$ cat src/rtl/pfq_pkg.sv
package pfq_pkg;

    localparam int BYTE_W  = 8;
    localparam int LANES   = 2;
    localparam int BUS_W   = BYTE_W * LANES;

    typedef enum logic [1:0] {
        QS_IDLE  = 2'b00,
        QS_FIRST = 2'b01,
        QS_FLUSH = 2'b10,
        QS_NEXT  = 2'b11
    } qstat_e;

endpackage

$ cat src/rtl/pfq_fetch_ctl.sv
module pfq_fetch_ctl
    import pfq_pkg::*;
#(
    parameter int                ADDR_W     = 20,
    parameter int                DEPTH      = 6,
    parameter int                MIN_FREE   = 2,
    parameter logic [ADDR_W-1:0] RESET_ADDR = '0,
    localparam int               CNT_W      = $clog2(DEPTH + 1)
) (
    input  logic              clk_i,
    input  logic              rst_ni,
    input  logic              flush_i,
    input  logic [ADDR_W-1:0] restart_addr_i,
    input  logic [CNT_W-1:0]  level_i,
    input  logic              bus_ack_i,
    input  logic              bus_rvalid_i,
    input  logic [BUS_W-1:0]  bus_rdata_i,
    output logic              bus_req_o,
    output logic [ADDR_W-1:0] bus_addr_o,
    output logic              bus_wide_o,
    output logic [1:0]        push_cnt_o,
    output logic [BYTE_W-1:0] push_b0_o,
    output logic [BYTE_W-1:0] push_b1_o
);

    localparam logic [CNT_W-1:0]  ROOM_LIM = CNT_W'(DEPTH - MIN_FREE);
    localparam logic [ADDR_W-1:0] STEP_ODD = ADDR_W'(1);
    localparam logic [ADDR_W-1:0] STEP_EVN = ADDR_W'(2);

    typedef struct packed {
        logic [ADDR_W-1:0] addr;
        logic              busy;
        logic              drop;
        logic              odd;
    } fstate_t;

    fstate_t st_d, st_q;

    logic              room;
    logic              req;
    logic              resp;
    logic [BYTE_W-1:0] lane_lo;
    logic [BYTE_W-1:0] lane_hi;

    assign lane_lo = bus_rdata_i[BYTE_W-1:0];
    assign lane_hi = bus_rdata_i[BUS_W-1:BYTE_W];

    always_comb begin
        st_d       = st_q;
        push_cnt_o = 2'd0;
        push_b0_o  = lane_hi;
        push_b1_o  = lane_hi;

        room = (level_i <= ROOM_LIM);
        req  = !st_q.busy && !flush_i && room;
        resp = st_q.busy && bus_rvalid_i;

        // a live response lands in the queue unless a flush coincides
        if (resp && !st_q.drop && !flush_i) begin
            if (st_q.odd) begin
                push_cnt_o = 2'd1;
                push_b0_o  = lane_hi;
            end else begin
                push_cnt_o = 2'd2;
                push_b0_o  = lane_lo;
                push_b1_o  = lane_hi;
            end
        end

        if (resp) begin
            st_d.busy = 1'b0;
            st_d.drop = 1'b0;
        end

        if (flush_i) begin
            st_d.addr = restart_addr_i;
            if (st_q.busy && !bus_rvalid_i) begin
                st_d.drop = 1'b1;
            end
        end else if (req && bus_ack_i) begin
            st_d.busy = 1'b1;
            st_d.odd  = st_q.addr[0];
            st_d.addr = st_q.addr + (st_q.addr[0] ? STEP_ODD : STEP_EVN);
        end
    end

    always_ff @(posedge clk_i or negedge rst_ni) begin
        if (!rst_ni) begin
            st_q.addr <= RESET_ADDR;
            st_q.busy <= 1'b0;
            st_q.drop <= 1'b0;
            st_q.odd  <= 1'b0;
        end else begin
            st_q <= st_d;
        end
    end

    assign bus_req_o  = req;
    assign bus_addr_o = st_q.addr;
    assign bus_wide_o = !st_q.addr[0];

endmodule

$ cat src/rtl/pfq_byte_ring.sv
module pfq_byte_ring
    import pfq_pkg::*;
#(
    parameter int  DEPTH = 6,
    localparam int CNT_W = $clog2(DEPTH + 1),
    localparam int PTR_W = $clog2(DEPTH)
) (
    input  logic              clk_i,
    input  logic              rst_ni,
    input  logic              flush_i,
    input  logic [1:0]        push_cnt_i,
    input  logic [BYTE_W-1:0] push_b0_i,
    input  logic [BYTE_W-1:0] push_b1_i,
    input  logic              pop_i,
    output logic              pop_ok_o,
    output logic              stall_o,
    output logic [BYTE_W-1:0] head_o,
    output logic              valid_o,
    output logic [CNT_W-1:0]  level_o
);

    localparam logic [PTR_W:0] SLOTS = (PTR_W + 1)'(DEPTH);

    typedef struct packed {
        logic [DEPTH-1:0][BYTE_W-1:0] mem;
        logic [PTR_W-1:0]             rd;
        logic [PTR_W-1:0]             wr;
        logic [CNT_W-1:0]             level;
    } rstate_t;

    rstate_t st_d, st_q;

    function automatic logic [PTR_W-1:0] wrap_add(input logic [PTR_W-1:0] p,
                                                  input logic [1:0]       n);
        logic [PTR_W:0] s;
        s = {1'b0, p} + {{(PTR_W - 1){1'b0}}, n};
        if (s >= SLOTS) begin
            s = s - SLOTS;
        end
        return s[PTR_W-1:0];
    endfunction

    logic [PTR_W-1:0] wr_nxt1;
    logic [DEPTH-1:0] we_first;
    logic [DEPTH-1:0] we_second;
    logic             empty;

    assign wr_nxt1 = wrap_add(st_q.wr, 2'd1);
    assign empty   = (st_q.level == '0);

    // per-slot write enables: first pushed byte at wr, second at wr+1
    for (genvar g = 0; g < DEPTH; g++) begin : g_slot
        assign we_first[g]  = (push_cnt_i != 2'd0) && (st_q.wr == PTR_W'(g));
        assign we_second[g] = (push_cnt_i == 2'd2) && (wr_nxt1 == PTR_W'(g));
    end

    assign pop_ok_o = pop_i && !empty && !flush_i;
    assign stall_o  = pop_i && empty;

    always_comb begin
        st_d = st_q;
        if (flush_i) begin
            st_d.rd    = '0;
            st_d.wr    = '0;
            st_d.level = '0;
        end else begin
            for (int i = 0; i < DEPTH; i++) begin
                if (we_first[i]) begin
                    st_d.mem[i] = push_b0_i;
                end else if (we_second[i]) begin
                    st_d.mem[i] = push_b1_i;
                end
            end
            if (pop_ok_o) begin
                st_d.rd = wrap_add(st_q.rd, 2'd1);
            end
            st_d.wr    = wrap_add(st_q.wr, push_cnt_i);
            st_d.level = st_q.level
                       + {{(CNT_W - 2){1'b0}}, push_cnt_i}
                       - {{(CNT_W - 1){1'b0}}, pop_ok_o};
        end
    end

    always_ff @(posedge clk_i or negedge rst_ni) begin
        if (!rst_ni) begin
            st_q.mem   <= '0;
            st_q.rd    <= '0;
            st_q.wr    <= '0;
            st_q.level <= '0;
        end else begin
            st_q <= st_d;
        end
    end

    assign head_o  = st_q.mem[st_q.rd];
    assign valid_o = !empty;
    assign level_o = st_q.level;

endmodule

$ cat src/rtl/pfq_status.sv
module pfq_status
    import pfq_pkg::*;
(
    input  logic       clk_i,
    input  logic       rst_ni,
    input  logic       flush_i,
    input  logic       pop_ok_i,
    input  logic       first_i,
    output logic [1:0] qs_o
);

    typedef struct packed {
        qstat_e qs;
    } sstate_t;

    sstate_t st_d, st_q;

    always_comb begin
        st_d.qs = QS_IDLE;
        if (flush_i) begin
            st_d.qs = QS_FLUSH;
        end else if (pop_ok_i) begin
            st_d.qs = first_i ? QS_FIRST : QS_NEXT;
        end
    end

    always_ff @(posedge clk_i or negedge rst_ni) begin
        if (!rst_ni) begin
            st_q.qs <= QS_IDLE;
        end else begin
            st_q <= st_d;
        end
    end

    assign qs_o = st_q.qs;

endmodule

$ cat src/rtl/prefetch_byte_queue.sv
module prefetch_byte_queue
    import pfq_pkg::*;
#(
    parameter int                ADDR_W     = 20,
    parameter int                DEPTH      = 6,
    parameter int                MIN_FREE   = 2,
    parameter logic [ADDR_W-1:0] RESET_ADDR = 20'hFFFF0,
    localparam int               CNT_W      = $clog2(DEPTH + 1)
) (
    input  logic              clk_i,
    input  logic              rst_ni,
    input  logic              flush_i,
    input  logic [ADDR_W-1:0] restart_addr_i,
    output logic              bus_req_o,
    output logic [ADDR_W-1:0] bus_addr_o,
    output logic              bus_wide_o,
    input  logic              bus_ack_i,
    input  logic              bus_rvalid_i,
    input  logic [BUS_W-1:0]  bus_rdata_i,
    input  logic              pop_i,
    input  logic              pop_first_i,
    output logic [BYTE_W-1:0] q_byte_o,
    output logic              q_valid_o,
    output logic [CNT_W-1:0]  q_level_o,
    output logic              stall_o,
    output logic [1:0]        qs_o
);

    logic [1:0]        push_cnt;
    logic [BYTE_W-1:0] push_b0;
    logic [BYTE_W-1:0] push_b1;
    logic              pop_ok;
    logic [CNT_W-1:0]  level;

    pfq_fetch_ctl #(
        .ADDR_W     (ADDR_W),
        .DEPTH      (DEPTH),
        .MIN_FREE   (MIN_FREE),
        .RESET_ADDR (RESET_ADDR)
    ) u_fetch (
        .clk_i          (clk_i),
        .rst_ni         (rst_ni),
        .flush_i        (flush_i),
        .restart_addr_i (restart_addr_i),
        .level_i        (level),
        .bus_ack_i      (bus_ack_i),
        .bus_rvalid_i   (bus_rvalid_i),
        .bus_rdata_i    (bus_rdata_i),
        .bus_req_o      (bus_req_o),
        .bus_addr_o     (bus_addr_o),
        .bus_wide_o     (bus_wide_o),
        .push_cnt_o     (push_cnt),
        .push_b0_o      (push_b0),
        .push_b1_o      (push_b1)
    );

    pfq_byte_ring #(
        .DEPTH (DEPTH)
    ) u_ring (
        .clk_i      (clk_i),
        .rst_ni     (rst_ni),
        .flush_i    (flush_i),
        .push_cnt_i (push_cnt),
        .push_b0_i  (push_b0),
        .push_b1_i  (push_b1),
        .pop_i      (pop_i),
        .pop_ok_o   (pop_ok),
        .stall_o    (stall_o),
        .head_o     (q_byte_o),
        .valid_o    (q_valid_o),
        .level_o    (level)
    );

    pfq_status u_stat (
        .clk_i    (clk_i),
        .rst_ni   (rst_ni),
        .flush_i  (flush_i),
        .pop_ok_i (pop_ok),
        .first_i  (pop_first_i),
        .qs_o     (qs_o)
    );

    assign q_level_o = level;

endmodule

$ cat config.mk
export PLATFORM = sky130hd
export DESIGN_NAME = prefetch_byte_queue
export DESIGN_NICKNAME = d
export VERILOG_FILES = /design/src/rtl/pfq_pkg.sv /design/src/rtl/pfq_fetch_ctl.sv /design/src/rtl/pfq_byte_ring.sv /design/src/rtl/pfq_status.sv /design/src/rtl/prefetch_byte_queue.sv
export SDC_FILE = /design/constraint.sdc
export NUM_CORES = 1
export LEC_CHECK = 0
export BUFFER_PORTS_ARGS = -buffer_cell sky130_fd_sc_hd__buf_2
export CORE_AREA = 2 2 108 110
export CTS_CLUSTER_SIZE = 16
export DETAILED_ROUTE_END_ITERATION = 12
export DIE_AREA = 0 0 110 112
export PLACE_DENSITY = 0.7
export SETUP_SLACK_MARGIN = 0.15
export SKIP_LAST_GASP = 1
export SYNTH_ARGS = -nofsm -noshare
export SYNTH_HDL_FRONTEND = slang
export SYNTH_SLANG_ARGS = --single-unit
$ cat constraint.sdc
create_clock -name clk_i -period 3.75 [get_ports clk_i]
set_input_delay 0.375 -clock clk_i [delete_from_list [all_inputs] [get_ports clk_i]]
set_output_delay 0.375 -clock clk_i [all_outputs]
set_load 0.03 [all_outputs]
### Yosys cells after proc, flatten, opt, wreduce, memory -nomap -nowiden

Index checks and enable logic that the tools add are counted.

| cells by class | value |
|---|---|
| add/sub/neg operators | 9 |
| $lt $le $gt $ge | 5 |
| equality and inequality tests | 11 |
| multiplexer cells | 33 |
| bitwise operators | 1 |
| reductions and logical operators | 47 |

Operator list:

| operator | number |
|---|---|
| $mux W8 | 15 |
| $bmux W8 S3 | 1 |
| $logic_and A1 B1 Y1 | 22 |
| $mux W21 | 1 |
| $add A20 B20 Y20 | 1 |
| $mux W20 | 1 |
| $reduce_bool A2 Y1 | 9 |
| $mux W2 | 7 |
| $reduce_and A2 Y1 | 7 |
| $eq A3 B2 Y1 const B | 4 |
| $eq A3 B3 Y1 const B | 4 |
| $ge A4 B3 Y1 const B | 3 |
| $mux W3 | 4 |
| $logic_not A3 Y1 | 3 |
| $mux W9 | 1 |
| $sub A3 B3 Y3 const B | 3 |
| $add A3 B1 Y4 const B | 2 |
| $eq A3 B1 Y1 const B | 2 |
| $logic_not A1 Y1 | 6 |
| $add A3 B2 Y4 | 1 |
| $lt A3 B4 Y1 const B | 1 |
| $add A3 B2 Y3 | 1 |
| $le A3 B3 Y1 const B | 1 |
| $mux W1 | 3 |
| other kinds (3) | 3 |

| word-level totals | value |
|---|---|
| register bits | 82 |
| input bits | 43 |
| output and inout port bits | 37 |
| word-level logic and storage cells | 120 |

### Longest topological paths before layout

| depth | value |
|---|---|
| depth in word-level cells | 8 |
| gate-level depth with buffers | 11 |
| mapped depth without buffers | 10 |

### Modules after synthesis

Synthesis repeated with hierarchy kept, for this count alone.

| unflattened totals | value |
|---|---|
| cells, all modules | 485 |
| area total of the unflattened synthesis | 5454.0 um2 |

By module, submodules not included:

| module | times used | cells an instance | area an instance (um2) | sequential area each (um2) |
|---|---|---|---|---|
| pfq_byte_ring | 1 | 293 | 3668.5 | 1426.4 |
| pfq_fetch_ctl | 1 | 187 | 1717.9 | 595.6 |
| pfq_status | 1 | 5 | 67.6 | 50.0 |

### Least setup slack after synthesis

OpenSTA, ideal clock, no wires.

| path | value |
|---|---|
| path kind | flip-flop to flip-flop |
| from | reg u_ring.level_o[1] (netlist name) |
| to | reg u_ring.level_o[2] (netlist name) |
| library setup time | 0.078 ns |
| arrival time | 2.570 ns |
| data required time | 3.672 ns |
| path slack | 1.102 ns |
| cell stages (with the launch flop) | 11 |
| buffers on the path | 0 |
| clock period less this slack | 2.648 ns |
| path through | dfrtp_1 o31ai_1 nor2_1 ha_1 inv_1 ha_1 inv_1 fa_1 xnor2_1 or3_1 a21oi_1 |

### Worst setup path after layout

| path | value |
|---|---|
| from | reg u_ring.st_q[3] in the netlist's numbering |
| to | reg u_ring.st_q[37] in the netlist's numbering |

| between the ends | value |
|---|---|
| longest elaborated chain between the ends | 7 |
| elaborated cells between the ends (all ways) | 11 |
| those cells by class | add/sub: 2; order compare: 1; eq/ne: 2; mux: 2; reduce/logical: 4 |

Ends and longest elaborated chain:

| what | line | text |
|---|---|---|
| from (decl) | pfq_byte_ring.sv:31 | `rstate_t st_d, st_q;` |
| from (signal assigned) | pfq_byte_ring.sv:91 | `st_q <= st_d;` |
| $add A3 B1 Y4 | pfq_byte_ring.sv:36 | `s = {1'b0, p} + {{(PTR_W - 1){1'b0}}, n};` |
| $ge A4 B3 Y1 / $sub A3 B3 Y3 (equally long branches) | pfq_byte_ring.sv:37, pfq_byte_ring.sv:38 |  |
| $mux W3 | pfq_byte_ring.sv:37 | `if (s >= SLOTS) begin` |
| $eq A3 B2 Y1 | pfq_byte_ring.sv:54 | `assign we_second[g] = (push_cnt_i == 2'd2) && (wr_nxt1 == PTR_W'(g));` |
| $logic_and A1 B1 Y1 | pfq_byte_ring.sv:54 |  |
| $reduce_bool A2 Y1 (no source line) | - |  |
| $reduce_and A2 Y1 (no source line) | - |  |

Parallel ways exist; a longest one is shown, timed or not.
A chain may end at the register's enable or synchronous reset.

==> results.cfg <==
[timing]
clock-skew-final_ns = 0.00580
finalHoldViolations = 0
max_freq_ghz = 0.377
fin_crit_ns = 2.65
slew-limit-headroom = 0.308
setup_viol = 0
finalCritPeriodShare = 0.708
rsz0062_at_grt = no
worst_pin_slew_ns = 1.04
setup_tns_ns = 0
slew_violations = 0

[detailed_routing]
antenna_left = 0
vias = 4726
drtPass1Iterations = 5
wirelength_um = 14400
vias_per_cell = 6.28
wire_per_inst_um = 19.2
drc = 0
drtIter0Drc = 408

[placed_design]
gp_congestion = 0.898
hpwl_um = 9740
portBuffers = 79

[die]
die-area_um2 = 12300
core_um2 = 11200
rows = 39
ioPinCount = 80
initial_core_util = 0.491
die_y_um = 112
die_x_um = 110

[clock_network]
cts.sinks = 82
clk_pin_slew_ns = 0.06
post_cts.repair.setup_buffers = 0
cts_inserted_buffers = 9
clk_latency_ns = 0.34
cts_resized = 0
cts-root-buf = clkbuf_16
htreeDepth = 3
cts_hold_buf = 0
clockBufferDepth = 2
cts_tree = yes

[synthesis]
synth_ff_type = dfrtp_1
synth-seq-area-share = 0.377
syn_area_um2 = 5490
ys_ff_latch = 82
synthesis.nets = 625
synth_edf_count = 0
synth.avg_cell_area_um2 = 9.67
synth_warnings = 0
synthDistinctLibCells = 71
synthArstFlopShare = 1.00
syn_inst = 568

[critical_path]
cp.arrival_ns = 2.88
crit_required_ns = 3.98
cp_slowest_cell = a31oi_2
path_cells = ha_1 -> ha_1 -> and2_1 -> a31oi_2 -> mux2_2
start_kind = flop
critical_path.top_delay_family = compound AO/OA/AOI/OAI gates
cpPeakStageDelay_ns = 0.67
worstPathMaxFanout = 9
end_kind = flop
path_class = reg2reg
crit_top_cell = ha_1
crit_buf_inv = 0

[global_routing]
antenna_found_initial = 0
track_usage = 0.247
grt_pass1_vias = 4647
grt_overflow = 0
grt_pass1_wl_um = 23700
grt_max_degree = 83

[cells_and_area]
final_nets = 661
syn_to_final_growth_pct = 11.9
diodes = 0
drive_above_1_share = 0.299
utilization = 0.550

[flow_run]
cap_violations = 0

[outcome]
status = completed

[power_and_ir_drop]
power_leakage_nw = 2.70
ir_worst_vdd_v = 0.000243
p_per_area_nw_per_um2 = 539

[worst_hold_path]
worst_hold_path_type = in2async
==> placed cells by master, fill, tap and decap left out, types with 3 or more instances in the layout <==
cell,instances
or4_1,7
inv_1,24
nor3_1,16
o21ai_1,8
o31ai_1,3
ha_1,13
mux4_2,8
nand2_1,25
clkbuf_16,9
xor2_1,3
a31oi_1,50
mux2_2,34
nand3_1,19
nand4_1,3
dfstp_2,16
or3_1,3
mux2i_1,9
o41ai_1,3
a21oi_1,53
a221o_1,7
o22ai_1,9
o2111ai_1,3
buf_2,78
dfrtp_1,66
nor4_1,4
o311ai_0,4
and2_1,11
o21ai_0,15
nor2_1,15
or2_2,3
o211ai_1,3
nor2b_1,6
xnor2_1,4
buf_4,12
clkbuf_8,3
mux2_1,16
==> worst reg2reg max path, cell delays in order, from the launching register on <==
cell and delay (ns):
dfrtp_1 0.49, ha_1 0.25, ha_1 0.33, and2_1 0.37
a31oi_2 0.68, mux2_2 0.42
==> worst paths after layout <==
kind / start / endpoint / slack [ns] / depth (start not counted)
max: u_ring.st_q[3]$_DFF_PN0_ / u_ring.st_q[37]$_DFFE_PN0P_ / 1.10 / 5
min: rst_ni / u_stat.qs_o[1]$_DFF_PN0_ / 0.21 / 1
max reg2reg: u_ring.st_q[3]$_DFF_PN0_ / u_ring.st_q[37]$_DFFE_PN0P_ / 1.10 / 5
min reg2reg: u_ring.st_q[30]$_DFFE_PN0P_ / u_ring.st_q[30]$_DFFE_PN0P_ / 0.49 / 1
max in group asynchronous: rst_ni / u_ring.st_q[29]$_DFFE_PN0P_ / 2.87 / 1
min in group clk_i: pop_first_i / u_stat.qs_o[1]$_DFF_PN0_ / 0.23 / 2
==> stage by stage <==
| stage | hold slack (ns) | cell area (um2) | cells | total power [W] | worst slack (ns) |
|---|---|---|---|---|---|
| after floorplan | 0.0794 | 5490 | 568 | 0.00204 | 1.10 |
| after global placement | 0.462 | 5810 | 736 | 0.00229 | 0.954 |
| after detailed placement | 0.472 | 5810 | 736 | 0.00232 | 0.924 |
| after CTS | 0.227 | 6150 | 752 | 0.00332 | 1.11 |
| after global routing | 0.244 | 6150 | 752 | 0.00349 | 0.946 |
| final | 0.215 | 6150 | 752 | 0.00331 | 1.10 |
==> logic make-up after synthesis <==
logic type | share of synthesized area
buf+inv | 0.0818
fa+ha+maj | 0.0351
simple gates | 0.124
compound gates | 0.219
flops | 0.377
xor+xnor | 0.0112
mux | 0.152
==> Yosys cell counts (6+ instances only) <==
library cell	n	area [um2]
dfrtp_1	66	1650
a21oi_1	53	265
a31oi_1	50	313
mux2_2	34	383
clkbuf_1	25	93.8
nand2_1	25	93.8
buf_4	24	180
inv_1	24	90.1
nand3_1	19	95.1
dfstp_2	16	420
mux2_1	16	180
nor3_1	16	80.1
nor2_1	15	56.3
o21ai_0	15	75.1
buf_2	13	65.1
ha_1	13	163
and2_1	11	68.8
mux2i_1	9	90.1
o22ai_1	9	56.3
mux4_2	8	180
o21ai_1	8	40.0
a221o_1	7	70.1
or4_1	7	52.6
nor2b_1	6	37.5
==> power by group <==
group          switching, W  internal, W
Combinational      0.000628     0.000447
Clock              0.000363     0.000637
Sequential         0.000180      0.00106
Total               0.00117      0.00214
==> sequential cells by signal (all words and copies together) (netlist names), named ones only <==
register and cells:
u_ring.st_q 54, u_fetch.bus_addr_o 20, u_ring.level_o 3, u_fetch.st_q 2, u_stat.qs_o 2
==> cell type report <==
class / count / area, um2
Clock inverter: 4 / 72.6
Multi-Input combinational cell: 397 / 2990
Clock buffer: 12 / 267
Sequential cell: 82 / 2070
Fill cell: 988 / 5030
Timing Repair Buffer: 90 / 480
Inverter: 24 / 90.1
Tap cell: 143 / 179
==> metal layers <==
metal  track usage  part of all wire  vias up
met3        0.0574             0.077       29
met2         0.364              0.46      199
met1         0.361              0.45     2290
li1              -                 -     2208
met4        0.0726             0.019        0
met5             0                 0        -
(Power assumes the default switching activity.)
